<file path="src/rtl/mstep_datapath.sv">
module mstep_datapath #(
  parameter int W    = 16,
  parameter int AW   = 12,
  parameter int NREG = 16,
  localparam int SW  = $clog2(NREG)
) (
  input  logic          clk,
  input  logic          rst_n,
  input  logic [SW-1:0] a_sel,
  input  logic [SW-1:0] b_sel,
  input  logic [SW-1:0] c_sel,
  input  logic          c_we,
  input  logic          amux_sel,
  input  logic [1:0]    alu_fn,
  input  logic [1:0]    sh_fn,
  input  logic          mar_ld,
  input  logic          mbr_ld,
  input  logic          mbr_src,
  input  logic [W-1:0]  mem_rdata,
  output logic [AW-1:0] mem_addr,
  output logic [W-1:0]  mem_wdata,
  output logic          flag_n,
  output logic          flag_z
);
  logic [W-1:0]  rf [NREG];
  logic [W-1:0]  a_lat, b_lat, mbr, opa, alu_y, sh_y;
  logic [AW-1:0] mar;

  assign opa = amux_sel ? mbr : a_lat;

  always_comb begin
    case (alu_fn)
      2'b00:   alu_y = opa + b_lat;
      2'b01:   alu_y = opa & b_lat;
      2'b10:   alu_y = opa;
      default: alu_y = ~opa;
    endcase
  end

  always_comb begin
    case (sh_fn)
      2'b01:   sh_y = {1'b0, alu_y[W-1:1]};
      2'b10:   sh_y = {alu_y[W-2:0], 1'b0};
      default: sh_y = alu_y;
    endcase
  end

  assign flag_n    = alu_y[W-1];
  assign flag_z    = (alu_y == '0);
  assign mem_addr  = mar;
  assign mem_wdata = mbr;

  always_ff @(posedge clk) begin
    if (!rst_n) begin
      a_lat <= '0;
      b_lat <= '0;
      mar   <= '0;
      mbr   <= '0;
    end else begin
      a_lat <= rf[a_sel];
      b_lat <= rf[b_sel];
      if (mar_ld) mar <= b_lat[AW-1:0];
      if (mbr_ld) mbr <= mbr_src ? mem_rdata : sh_y;
    end
  end

  for (genvar g = 0; g < NREG; g++) begin : g_reg
    always_ff @(posedge clk) begin
      if (!rst_n)                         rf[g] <= '0;
      else if (c_we && c_sel == SW'(g))   rf[g] <= sh_y;
    end
  end

  p_mar_hold_r8: assert property (@(posedge clk) disable iff (!rst_n)
    !mar_ld |=> $stable(mem_addr));
  p_mar_load_r8: assert property (@(posedge clk) disable iff (!rst_n)
    mar_ld |=> mem_addr == $past(b_lat[AW-1:0]));
  p_mbr_hold_r9: assert property (@(posedge clk) disable iff (!rst_n)
    !mbr_ld |=> $stable(mem_wdata));
  p_mbr_mem_r9: assert property (@(posedge clk) disable iff (!rst_n)
    mbr_ld && mbr_src |=> mem_wdata == $past(mem_rdata));
  p_flag_n_r5: assert property (@(posedge clk) disable iff (!rst_n)
    mbr_ld && !mbr_src && (sh_fn == 2'b00) |=> mem_wdata[W-1] == $past(flag_n));
  p_flag_z_r5: assert property (@(posedge clk) disable iff (!rst_n)
    mbr_ld && !mbr_src && (sh_fn == 2'b00) |=> (mem_wdata == '0) == $past(flag_z));
  p_flags_excl_r5: assert property (@(posedge clk) disable iff (!rst_n)
    !(flag_n && flag_z));
endmodule

</file>
<file path="config.mk">
export PLATFORM = sky130hd
export DESIGN_NAME = mstep_datapath
export DESIGN_NICKNAME = d
export VERILOG_FILES = /design/src/rtl/mstep_datapath.sv
export SDC_FILE = /design/constraint.sdc
export NUM_CORES = 1
export LEC_CHECK = 0
export BUFFER_PORTS_ARGS = -buffer_cell sky130_fd_sc_hd__buf_4
export CELL_PAD_IN_SITES_DETAIL_PLACEMENT = 0
export CELL_PAD_IN_SITES_GLOBAL_PLACEMENT = 1
export CORE_ASPECT_RATIO = 0.5
export CORE_MARGIN = 2
export CORE_UTILIZATION = 40
export CTS_CLUSTER_SIZE = 12
export DETAILED_ROUTE_END_ITERATION = 10
export PLACE_DENSITY = 0.71
export RECOVER_POWER = 25
export SYNTH_ARGS = -nofsm -noshare
export SYNTH_HDL_FRONTEND = slang
export SYNTH_SLANG_ARGS = --single-unit
</file>
<file path="constraint.sdc">
create_clock -name clk -period 4.1 [get_ports clk]
set_input_delay 0 -clock clk [delete_from_list [all_inputs] [get_ports clk]]
set_output_delay 0 -clock clk [all_outputs]
set_load 0.05 [all_outputs]
</file>
==> flow_summary.toml, run 1 <==
[timing]
worst_slew_margin_relative_to_its_limit = -0.8359
layout_worst_path_cycle_share = 0.9646
fin_skew_ps = 17.14
setup_viol = 0
report.final.hold_viol_count = 0
timing.final.max_slew_violations = 154
final.hold.worst_slack_ps = 55.81
fin_crit_ps = 3955
fmaxAchievable_mhz = 252.9
worstMarginPinSlew_ps = 2754

[detailed_routing]
routed_via_density = 6.135
drc_errors = 0
drt_first_pass_iters = 5
drt_first_iter_violations = 1255
wl_per_cell_um = 27.36
wl_um = 51830
vias = 11620
final_antenna_net_count = 0

[die]
initial_core_util = 0.4103
core_um2 = 40860
fp.dieW_um = 293.5
floorplan.io_pins = 69
fp.dieH_um = 148.8
floorplan.die_area_um2 = 43660
std_cell_rows = 52

[yosys]
synth_enable_flop_cells = 256
synth_fp_nets = 1320
yosys.area.top_type = "sky130_fd_sc_hd__edfxtp_1"
synth_top_area_share = 0.4585
synth_commonest_cells = "sky130_fd_sc_hd__nor2_1 (291), sky130_fd_sc_hd__edfxtp_1 (256), sky130_fd_sc_hd__mux4_2 (160)"
synth-main-ff-cell = "sky130_fd_sc_hd__edfxtp_1"
synth-seq-cells = 316
ys_async_sr_fraction = 0
syn_avg_cell_area_um2 = 13.28
synth_cells = 1262
yosys.area_share.simple = 0.1105
netlist_area_um2 = 16760
synth.top_cells.by_area = "sky130_fd_sc_hd__edfxtp_1 (46%), sky130_fd_sc_hd__mux4_2 (21%), sky130_fd_sc_hd__dfxtp_1 (7.2%)"
yosysMostFrequentCell = "sky130_fd_sc_hd__nor2_1"
synth-adder-area-share = 0.01463
seq_area_frac_synth = 0.5302
synth_top_family_by_area = "multiplexers"
post_synth_num_cell_types = 70
synth_compound_area_frac = 0.06560
synth-xor-area-share = 0.008881
yosysWarningCount = 0
synth.area.mux_share = 0.2400

[min_path]
worstHoldEndpoint = "mem_wdata[0]"
worst_hold_path.num_cells = 3
min-delay-start = "rst_n"
worst_hold_path_type = "input pin to flop"

[cts]
clock_tree.htree_level_count = 1
clock-root-buffer = "sky130_fd_sc_hd__clkbuf_16"
clkSlewWorstSetupHoldPaths_ps = 60
insertion_delay_ps = 590
cts_tree = "done"
cts-buffers-inserted = 31
clock_tree.buffer_depth = 3
cts.sink_count = 316

[global_routing]
grt_util_met3 = 0.06213
antenna_found_initial = 3
global_route.overflow_total = 0
first_global_vias = 11870
globalRouteMet2Util = 0.3848
grt_first_pass_wirelength_um = 76530
grt_start_max_net_pins = 70
track_usage = 0.2388
grt.busiest_layer = "met2"
grt_util_met1 = 0.3240

[setup_path]
worstSetupStartpoint = "mem_wdata[9]"
cp_max_fo = 6
crit_path_max_incr_delay_ps = 540
cp.required_ps = 4100
cp-end-kind = "output port"
crit_slowest_cell = "sky130_fd_sc_hd__or4_4"
cp-start-kind = "flop"
worst_path_cell_trace = "mux2_4 -> ha_4 -> nand3_2 -> or3_1 -> o21bai_2 -> o311ai_2 -> mux2i_1 -> nand2_2 -> or4_4 -> nor4_4 -> buf_6"
crit-reg2reg-launch = "mem_wdata[9]"
worst-endpoint-arrival_ps = 3950
critPathKind = "flop to output port"
reg2reg_slack_ps = 210
r2r_cells = 12
crit-reg2reg-capture = "mem_wdata[14]"

[final_layout]
ratio_of_cells_with_drive_above_1_in_the_final_layout = 0.2666
antenna_cells_inserted = 0
filler_cell_count = 3551
fin_util = 0.4728
syn_to_final_growth_pct = 15.23
seqCellArea_um2 = 8890
multi_input_comb_area_um2 = 7577
final_nets = 1396
post_layout_instance_count_excluding_filler_cells = 1894

[place]
place.detailed.instances = 1793
gp_congestion = 0.8646
placement.io_buffers = 68
hpwlAfterDp_um = 32750

[power_and_ir_drop]
p_leak_nw = 6.880
power_density_nw_per_um2 = 403.5
vdd_ir_drop_max_uv = 282.1

[flow_run]
max_capacitance_violation_count = 6

[outcome]
failed_checks = "max-capacitance violations, max-slew violations"
status = "finished with violations"
==> metrics by stage <==
| stage | instance area [µm²] | power (mW) | worst slack, ps | setup TNS, ps |
|---|---|---|---|---|
| final | 19320 | 7.795 | 145.3 | 0 |
| after global routing | 19320 | 8.048 | -0.5014 | -0.5014 |
| after CTS | 19150 | 7.757 | 5.683 | 0 |
| after detailed placement | 17820 | 5.077 | 334.2 | 0 |
| after global placement | 17820 | 5.049 | 416.1 | 0 |
| after floorplan | 16780 | 4.644 | 79.86 | 0 |
==> sequential cells by signal, indices dropped and copies added, names as in the netlist <==
register   cells
rf           256
a_lat         16
b_lat         16
mem_wdata     16
mem_addr      12
==> worst max-delay path by stage <==
stage | to | slack (ps) | depth (start not counted)
after floorplan | flag_z | 80 | 11
after global placement | rf[11][13] | 420 | 12
after detailed placement | rf[13][13] | 330 | 12
after CTS | flag_z | 6 | 13
after global routing | flag_z | -0.5 | 12
final | flag_z | 150 | 11
==> routing by layer <==
metal,wire (µm),vias up
li1,-,4958
met1,20800,5966
met2,24260,600
met3,5497,96
met4,1270,0
met5,0,-
==> cells in the final DEF, fill, tap and decap left out, types with 10 or more instances in the layout <==
cell / instances
sky130_fd_sc_hd__a21oi_1: 30
sky130_fd_sc_hd__a221o_1: 10
sky130_fd_sc_hd__and2_1: 36
sky130_fd_sc_hd__buf_4: 94
sky130_fd_sc_hd__clkbuf_1: 18
sky130_fd_sc_hd__clkbuf_16: 31
sky130_fd_sc_hd__dfxtp_1: 59
sky130_fd_sc_hd__dlygate4sd3_1: 42
sky130_fd_sc_hd__edfxtp_1: 256
sky130_fd_sc_hd__ha_1: 10
sky130_fd_sc_hd__inv_1: 15
sky130_fd_sc_hd__mux2_2: 11
sky130_fd_sc_hd__mux2i_1: 22
sky130_fd_sc_hd__mux4_2: 160
sky130_fd_sc_hd__nand2_1: 42
sky130_fd_sc_hd__nand3_1: 13
sky130_fd_sc_hd__nor2_1: 291
sky130_fd_sc_hd__o21ai_0: 28
sky130_fd_sc_hd__o21ai_1: 14
sky130_fd_sc_hd__o21ai_2: 10
sky130_fd_sc_hd__xnor2_1: 10
==> worst max-delay path, delay by kind of cell, from the launching register on <==
kind / cells / cell delay [ps]
and+or+nand+nor: 5 / 1420
buffers and inverters: 1 / 210
DFF: 1 / 330
muxes: 2 / 590
AOI/OAI and AO/OA: 2 / 520
adders and majority gates: 1 / 310
==> cell type report <==
| class | instances | area share |
|---|---|---|
| clock buffers | 44 | 0.04326 |
| well taps | 540 | 0.03497 |
| repair buffers | 148 | 0.06328 |
| inverters | 17 | 0.003303 |
| multi-input cells | 824 | 0.3922 |
| clock inverters | 5 | 0.002785 |
| flip-flops and latches | 316 | 0.4602 |
==> where the power goes <==
part           leakage, nW  internal, mW  switching [mW]
clock network        0.428          1.46            1.21
logic                 3.30         0.571           0.845
registers             3.15          3.62          0.0861
total                 6.88          5.65            2.14
==> cells by family (layout without fill, tap and decap cells) <==
group	Yosys count	in the layout
xor+xnor	17	17
fa+ha+maj	19	19
simple gates	431	431
flops	316	316
buf+inv	122	214
compound gates	158	158
mux	199	199
==> timing repair <==
action	CTS	global route
gates resized for setup	7	32
hold buffers	42	0
buffers inserted	0	10
hold endpoints to repair	28	0
setup endpoints to repair	1	8
pin swaps	0	9
No activity file was read; power rests on OpenSTA's default activity.
==> run 2: changes to the inputs <==
--- a/config.mk
+++ b/config.mk
@@ -15,4 +15,5 @@
 export DETAILED_ROUTE_END_ITERATION = 10
-export PLACE_DENSITY = 0.71
+export PLACE_DENSITY_LB_ADDON = 0.1
 export RECOVER_POWER = 25
+export SKIP_LAST_GASP = 1
 export SYNTH_ARGS = -nofsm -noshare
==> constraint.sdc (replaced) <==
create_clock -name clk -period 4.1 [get_ports clk]
set_input_delay 0.41 -clock clk [delete_from_list [all_inputs] [get_ports clk]]
set_output_delay 0.41 -clock clk [all_outputs]
set_load 0.05 [all_outputs]
==> run 2 against run 1 <==
  * Global-route usage is 1.3 points higher
  * Critical path type unchanged
  * Register-to-register slack better by 460 ps
  * Via count down 2.8%
  * Highest routed layer unchanged
  * Total power grew 1.2%
  * Combinational power hardly changed
  * Setup slack got worse by 99 ps
  * Hold slack better by 51 ps
  * Count of clock-buffer cells in the layout is 4 lower
  * Largest power group unchanged
  * Routed wire length rose by 4.3%
  * Fmax shrank 2.4%
  * Critical endpoint unchanged
  * The flow still finishes with violations (max-capacitance violations, max-slew violations)
==> flow_summary.toml, run 2 (synthesized netlist as in run 1, its figures left out) <==
[outcome]
status = "finished with violations"
failed_checks = "max-capacitance violations, max-slew violations"

[final_layout]
syn_to_final_growth_pct = 14.12
mostFrequentLayoutCell = "sky130_fd_sc_hd__nor2_1"
ratio_of_cells_with_drive_above_1_in_the_final_layout = 0.2902
final_nets = 1383
multi_input_comb_area_um2 = 7551
largest_reg_flops = 256
antenna_cells_inserted = 0
post_layout_instance_count_excluding_filler_cells = 1877
layout_common_cells = "sky130_fd_sc_hd__nor2_1 (291), sky130_fd_sc_hd__edfxtp_1 (256), sky130_fd_sc_hd__mux4_2 (160)"
fin_util = 0.4682
filler_cell_count = 3635
seqCellArea_um2 = 8891
registers.top_by_ff_count = "rf"

[cts]
insertion_delay_ps = 610
cts-buffers-inserted = 31
cts_tree = "done"
clock_tree.htree_level_count = 1
clock-root-buffer = "sky130_fd_sc_hd__clkbuf_16"
cts.sink_count = 316
clock_tree.buffer_depth = 3
clkSlewWorstSetupHoldPaths_ps = 60

[flow_run]
max_capacitance_violation_count = 5

[die]
std_cell_rows = 52
floorplan.die_area_um2 = 43660
fp.dieW_um = 293.5
initial_core_util = 0.4103
core_um2 = 40860
floorplan.io_pins = 69
fp.dieH_um = 148.8

[setup_path]
cp.required_ps = 3690
cp-end-kind = "output port"
critPathKind = "flop to output port"
cp-start-kind = "flop"
worstSetupStartpoint = "mem_wdata[0]"
crit-reg2reg-launch = "mem_wdata[0]"
cp_max_fo = 5
worst-endpoint-arrival_ps = 3640

[detailed_routing]
drc_errors = 0
vias = 11290
drt_first_iter_violations = 1091
routed_via_density = 6.015
wl_um = 54040
drt_first_pass_iters = 5
wl_per_cell_um = 28.79
final_antenna_net_count = 0

[global_routing]
grt_start_max_net_pins = 70
track_usage = 0.2520
grt_first_pass_wirelength_um = 78400
first_global_vias = 11490
global_route.overflow_total = 0
antenna_found_initial = 4

[place]
place_worst_setup_slack_ps = -24.67
place.detailed.instances = 1831
placement.io_buffers = 68
gp_congestion = 0.8650
hpwlAfterDp_um = 35380

[power_and_ir_drop]
power_density_nw_per_um2 = 412.4
vdd_ir_drop_max_uv = 352.6
p_leak_nw = 6.869
report.power.total_mw = 7.890

[timing]
fin_crit_ps = 4054
timing.final.max_slew_violations = 39
setup_ws_ps = 45.96
worstMarginPinSlew_ps = 1768
worst_slew_margin_relative_to_its_limit = -0.1913
fin_skew_ps = 36.21
layout_worst_path_cycle_share = 0.9888
grt_setup_unrepaired = "true"
fmaxAchievable_mhz = 246.7
report.final.hold_viol_count = 0
setup_viol = 0

[min_path]
worst_hold_path_type = "input pin to flop"
min-delay-start = "mem_rdata[9]"
## run 2: changes by cell type in the layout (fill, tap and decap cells not counted), sizes merged
cell,change
dlygate4sd3,-42
buf,+26
bufinv,+1
clkbuf,-1
clkinvlp,-1
## run 2: worst max-delay path: stages (launching register included)
cell and delay, ps:
sky130_fd_sc_hd__dfxtp_2 350, sky130_fd_sc_hd__mux2_2 190, sky130_fd_sc_hd__ha_1 160, sky130_fd_sc_hd__inv_1 60, sky130_fd_sc_hd__fa_2 370, sky130_fd_sc_hd__nor2b_2 150, sky130_fd_sc_hd__o31ai_2 90, sky130_fd_sc_hd__buf_4 160
sky130_fd_sc_hd__a2111oi_2 370, sky130_fd_sc_hd__buf_4 190, sky130_fd_sc_hd__mux2i_1 60, sky130_fd_sc_hd__and3_2 280, sky130_fd_sc_hd__buf_4 170, sky130_fd_sc_hd__nor4_4 270, sky130_fd_sc_hd__buf_6 190
## run 2: path summary, 6_finish.rpt
check	to	cells after the start	slack (ps)
max reg2reg	rf[15][13]	15	670
max	flag_z	14	50
min	mem_wdata[9]	3	110
min reg2reg	mem_addr[5]	2	500
## run 2: what timing repair did
item	4_1_cts	5_1_grt
hold endpoints to repair	0	0
hold buffers	0	0
resized for setup	7	8
pin swaps	4	1
endpoints found under the setup margin	1	1
setup buffers	1	0
## run 2: cell type report
class,count,share of cell area
clock buffers,40,0.04284
clock inverters,5,0.004643
inverters,17,0.003335
multi-input cells,824,0.3947
flip-flops and latches,316,0.4647
well taps,540,0.03531
repair buffers,135,0.05448
## run 2: metal layers
layer | GRT usage | share of wire
met3 | 0.06287 | 0.097
met2 | 0.4083 | 0.47
met5 | 0 | 0
met4 | 0.04668 | 0.015
met1 | 0.3497 | 0.42
## run 2: report_power, final
group          switching, mW  total, mW  internal [mW]
registers             0.0898       3.71           3.62
logic                  0.868       1.44          0.571
clock network           1.23       2.74           1.51
total                   2.19       7.89           5.70
## run 2: metrics by stage
step	instance area [µm²]	TNS [ps]	hold slack [ps]
floorplan	16910	-233.3	470.6
global placement	18240	0	475.5
detailed placement	18240	-24.67	486.7
CTS	19180	0	86.96
global route	19130	-153.0	101.1
finish	19130	0	107.1
